### src/rtl/evt_irq_pkg.sv
package evt_irq_pkg;

  typedef enum logic [1:0] {
    EVT_LEVEL = 2'd0,
    EVT_RISE  = 2'd1,
    EVT_FALL  = 2'd2
  } evt_mode_e;

  localparam int unsigned REG_STATUS = 0;
  localparam int unsigned REG_PEND   = 1;
  localparam int unsigned REG_EN     = 2;

endpackage

### src/rtl/evt_trig_unit.sv
module evt_trig_unit
  import evt_irq_pkg::*;
#(
  parameter evt_mode_e MODE = EVT_LEVEL
) (
  input  logic clk_i,
  input  logic rst_ni,
  input  logic evt_i,
  output logic trig_o
);

  logic prev_q;
  logic armed_q;

  // armed_q blocks an edge on the first clock after reset
  always_ff @(posedge clk_i or negedge rst_ni) begin
    if (!rst_ni) begin
      prev_q  <= 1'b0;
      armed_q <= 1'b0;
    end else begin
      prev_q  <= evt_i;
      armed_q <= 1'b1;
    end
  end

  always_comb begin
    case (MODE)
      EVT_RISE: trig_o = armed_q & evt_i & ~prev_q;
      EVT_FALL: trig_o = armed_q & ~evt_i & prev_q;
      default:  trig_o = evt_i;
    endcase
  end

endmodule

### src/rtl/evt_pend_bank.sv
module evt_pend_bank #(
  parameter int unsigned NUM_EVT = 3
) (
  input  logic               clk_i,
  input  logic               rst_ni,
  input  logic [NUM_EVT-1:0] trig_i,
  input  logic [NUM_EVT-1:0] clr_i,
  input  logic               en_wr_i,
  input  logic [NUM_EVT-1:0] en_wdata_i,
  output logic [NUM_EVT-1:0] pend_o,
  output logic [NUM_EVT-1:0] en_o
);

  logic [NUM_EVT-1:0] pend_q;
  logic [NUM_EVT-1:0] en_q;

  always_ff @(posedge clk_i or negedge rst_ni) begin
    if (!rst_ni) begin
      pend_q <= '0;
      en_q   <= '0;
    end else begin
      // trigger overrides a same-cycle clear
      pend_q <= (pend_q & ~clr_i) | trig_i;
      if (en_wr_i) en_q <= en_wdata_i;
    end
  end

  assign pend_o = pend_q;
  assign en_o   = en_q;

endmodule

### src/rtl/evt_reg_if.sv
module evt_reg_if
  import evt_irq_pkg::*;
#(
  parameter int unsigned NUM_EVT = 3,
  parameter int unsigned ADDR_W  = 2,
  parameter int unsigned DATA_W  = 8
) (
  input  logic               wr_en_i,
  input  logic [ADDR_W-1:0]  addr_i,
  input  logic [DATA_W-1:0]  wdata_i,
  input  logic [NUM_EVT-1:0] status_i,
  input  logic [NUM_EVT-1:0] pend_i,
  input  logic [NUM_EVT-1:0] en_i,
  output logic [NUM_EVT-1:0] clr_o,
  output logic               en_wr_o,
  output logic [NUM_EVT-1:0] en_wdata_o,
  output logic [DATA_W-1:0]  rdata_o
);

  localparam int unsigned PAD_W = DATA_W - NUM_EVT;

  logic sel_pend;
  logic sel_en;
  logic unused_wdata;

  assign sel_pend = (addr_i == ADDR_W'(REG_PEND));
  assign sel_en   = (addr_i == ADDR_W'(REG_EN));

  assign clr_o      = (wr_en_i && sel_pend) ? wdata_i[NUM_EVT-1:0] : '0;
  assign en_wr_o    = wr_en_i && sel_en;
  assign en_wdata_o = wdata_i[NUM_EVT-1:0];

  assign unused_wdata = ^wdata_i[DATA_W-1:NUM_EVT];

  always_comb begin
    if (addr_i == ADDR_W'(REG_STATUS))  rdata_o = {{PAD_W{1'b0}}, status_i};
    else if (sel_pend)                  rdata_o = {{PAD_W{1'b0}}, pend_i};
    else if (sel_en)                    rdata_o = {{PAD_W{1'b0}}, en_i};
    else                                rdata_o = '0;
  end

endmodule

### src/rtl/evt_irq_ctrl.sv
module evt_irq_ctrl
  import evt_irq_pkg::*;
#(
  parameter int unsigned          NUM_EVT   = 3,
  parameter int unsigned          ADDR_W    = 2,
  parameter int unsigned          DATA_W    = 8,
  // two bits per event, event i at [2i+1:2i]
  parameter logic [2*NUM_EVT-1:0] EVT_MODES = {EVT_FALL, EVT_RISE, EVT_LEVEL}
) (
  input  logic               clk_i,
  input  logic               rst_ni,
  input  logic [NUM_EVT-1:0] evt_i,
  input  logic               wr_en_i,
  input  logic [ADDR_W-1:0]  addr_i,
  input  logic [DATA_W-1:0]  wdata_i,
  output logic [DATA_W-1:0]  rdata_o,
  output logic               irq_o
);

  logic [NUM_EVT-1:0] trig;
  logic [NUM_EVT-1:0] clr;
  logic               en_wr;
  logic [NUM_EVT-1:0] en_wdata;
  logic [NUM_EVT-1:0] pend_q;
  logic [NUM_EVT-1:0] en_q;

  for (genvar i = 0; i < NUM_EVT; i++) begin : g_evt
    localparam evt_mode_e MODE_I = evt_mode_e'(EVT_MODES[2*i +: 2]);
    evt_trig_unit #(.MODE(MODE_I)) u_trig (
      .clk_i  (clk_i),
      .rst_ni (rst_ni),
      .evt_i  (evt_i[i]),
      .trig_o (trig[i])
    );
  end

  evt_pend_bank #(.NUM_EVT(NUM_EVT)) u_bank (
    .clk_i      (clk_i),
    .rst_ni     (rst_ni),
    .trig_i     (trig),
    .clr_i      (clr),
    .en_wr_i    (en_wr),
    .en_wdata_i (en_wdata),
    .pend_o     (pend_q),
    .en_o       (en_q)
  );

  evt_reg_if #(
    .NUM_EVT (NUM_EVT),
    .ADDR_W  (ADDR_W),
    .DATA_W  (DATA_W)
  ) u_regs (
    .wr_en_i    (wr_en_i),
    .addr_i     (addr_i),
    .wdata_i    (wdata_i),
    .status_i   (evt_i),
    .pend_i     (pend_q),
    .en_i       (en_q),
    .clr_o      (clr),
    .en_wr_o    (en_wr),
    .en_wdata_o (en_wdata),
    .rdata_o    (rdata_o)
  );

  assign irq_o = |(pend_q & en_q);

endmodule

### config.mk
export PLATFORM = sky130hd
export DESIGN_NAME = evt_irq_ctrl
export DESIGN_NICKNAME = d
export VERILOG_FILES = /design/src/rtl/evt_irq_pkg.sv /design/src/rtl/evt_trig_unit.sv /design/src/rtl/evt_pend_bank.sv /design/src/rtl/evt_reg_if.sv /design/src/rtl/evt_irq_ctrl.sv
export SDC_FILE = /design/constraint.sdc
export NUM_CORES = 1
export LEC_CHECK = 0
export ABC_AREA = 1
export CORE_AREA = 2 2 39 41
export DETAILED_ROUTE_END_ITERATION = 10
export DIE_AREA = 0 0 41 43
export PLACE_DENSITY = 0.72
export SLEW_MARGIN = 25
export SYNTH_ARGS = -nofsm -noshare
export SYNTH_HDL_FRONTEND = slang
export SYNTH_SLANG_ARGS = --single-unit
### constraint.sdc
create_clock -name clk_i -period 1.3 [get_ports clk_i]
set_input_delay 0.195 -clock clk_i [delete_from_list [all_inputs] [get_ports clk_i]]
set_output_delay 0.195 -clock clk_i [all_outputs]
set_load 0.01 [all_outputs]
==> reports/metrics.csv <==
metric,value,unit
criticalPathCategory,register to output pin,
fin_setup_tns,0,ps
finalCriticalPeriod,1158,ps
wl_per_cell,10.12,um
io_pins,25,
leakage,0.3266,nW
ctsHoldBuffers,0,
drt_iter0_drc,7,
synthAdderAreaFrac,0,
grt-ovfl-total,0,
fmax,863.7,MHz
final_common_cell,nand2_1,
fin_nets,96,
core_area,1384,um2
die_h,43,um
dr.pass1.iters,4,
yosys.area_share.simple,0.3220,
h-tree-depth,1,
vias,440,
crit_arrival,960,ps
syn2layout_area_growth,34.82,%
die_area,1763,um2
finalSetupViolCount,0,
register_area,225.2,um2
outcome,"finished, final reports clean",
numCtsBuffers,3,
worstSetupStartpointType,register,
ys_types,13,
peakVddDrop,0.0006024,V
required,1110,ps
cts-root-buf,clkbuf_4,
vias_per_cell,4.632,
antenna_cells,0,
yosys.area_share.xor_xnor,0,
drc,0,
fp-row-count,14,
grt_pass1_vias,420,
initial_core_util,0.3454,
path_max_fanout,3,
gp_congestion,0.8428,
wl,961,um
power.density,1091,nW/um2
fill_cells,137,
antenna_left,0,
skew,2.570,ps
synth_cells,58,
cts.sinks,9,
synth_area,478.0,um2
dp_hpwl,779.6,um
grtUsageTotal,0.1353,
layout_common_cells,"15 x nand2_1, 10 x nand3_1, 9 x dfrtp_1",
maxCapViolCount,0,
clk_path_buf_depth,2,
ys_ff_latch,9,
grt_antenna_before_repair,0,
cts_tree,built,
hold_class,input pin to asynchronous set/reset pin,
post-route-util,0.4656,
grt_start_max_net_pins,10,
clk_latency,250,ps
fp.dieW,41,um
rsz0062_at_grt,false,
synth_mux_area_frac,0,
fin_crit_sh,0.8907,
drv_slew,0,
port_buffers,14,
layout-drive-gt1-share,0.2152,
multiInputGateArea,193.9,um2
synth_top_family_by_area,simple AND/OR/NAND/NOR gates,
clk_pin_slew,60,ps
power,0.7029,mW
grt_pass1_wl,1.628,mm
avgSynthCellArea,8.241,um2
finalHoldViolations,0,
setup.worst_path.end_class,output pin,
ys_seq_area_frac,0.4712,
yosysWarnings,0,
synth-compound-area-share,0.03141,
kinds of logic (layout without fill, tap and decap cells):
group,count (synthesis),count (layout)
AOI/OAI and AO/OA,3,3
other,2,6
DFF,9,9
and+or+nand+nor,32,32
buffers and inverters,12,29
cell usage after synthesis:
cell type | n | share of area
nand2_1 | 15 | 0.12
nand3_1 | 10 | 0.10
inv_1 | 5 | 0.039
o21ai_1 | 3 | 0.031
clkinv_4 | 1 | 0.018
conb_1 | 2 | 0.016
dfrtp_1 | 9 | 0.47
nand3_2 | 1 | 0.021
nand4_1 | 3 | 0.039
buf_4 | 5 | 0.079
nor2_1 | 1 | 0.0078
nand3b_1 | 2 | 0.031
buf_6 | 1 | 0.024
through the flow:
stage | cells | instance area, um2 | hold WS [ps] | setup WS, ps
finish | 95 | 644.4 | 233.7 | 142.1
global route | 95 | 644.4 | 266.7 | 76.03
CTS | 95 | 668.1 | 237.7 | 28.18
detailed placement | 90 | 634.4 | 464.9 | -538.5
global placement | 90 | 634.4 | 463.6 | -519.0
floorplan | 62 | 493.0 | -100.6 | 477.3
registers in the layout (all words and copies together) (netlist names):
register	cells
g_evt.u_trig.prev_q	2
u_bank.pend_o	3
g_evt.u_trig.armed_q	1
u_bank.en_o	3
worst paths after layout:
kind / start / end / slack (ps) / cells after the start
max in group asynchronous: rst_ni / u_bank.pend_o[0] / 780 / 1
min in group clk_i: addr_i[1] / u_bank.en_o[1] / 330 / 3
worst max-delay path: u_bank.en_o[1] / rdata_o[1] / 140 / 3
worst min-delay path: rst_ni / g_evt[1].u_trig.prev_q / 230 / 1
worst max register to register: u_bank.en_o[1] / u_bank.en_o[1] / 550 / 3
worst min register to register: g_evt[2].u_trig.prev_q / u_bank.pend_o[2] / 480 / 2
area by class of cell:
| type | count | area share |
|---|---|---|
| repair buffers | 19 | 0.2350 |
| inverters | 6 | 0.04272 |
| flip-flops and latches | 9 | 0.3495 |
| well taps | 16 | 0.03107 |
| clock buffers | 4 | 0.04078 |
| multi-input cells | 41 | 0.3010 |
routing by layer:
metal,vias to the layer above,part of all wire,track usage
met2,17,0.48,0.1875
met4,0,0,0.08000
met3,0,0.065,0.01571
met1,203,0.45,0.1946
met5,-,0,0
li1,220,-,-
worst max-delay path, stage by stage (launching register included):
cell,delay [ps]
dfrtp_1,400
nand3_1,90
nand3_1,90
clkbuf_2,130
where the power goes:
part	leakage [nW]	switching (mW)	internal, mW
Sequential	0.103	0.0222	0.311
Clock	0.0150	0.0889	0.118
Combinational	0.209	0.0827	0.0802
Total	0.327	0.194	0.509
what timing repair did:
action	4_1_cts	5_1_grt
endpoints found under the setup margin	4	4
setup buffers	1	0
pin swaps	0	1
resized for setup	12	6
No activity file was read; power rests on OpenSTA's default activity.
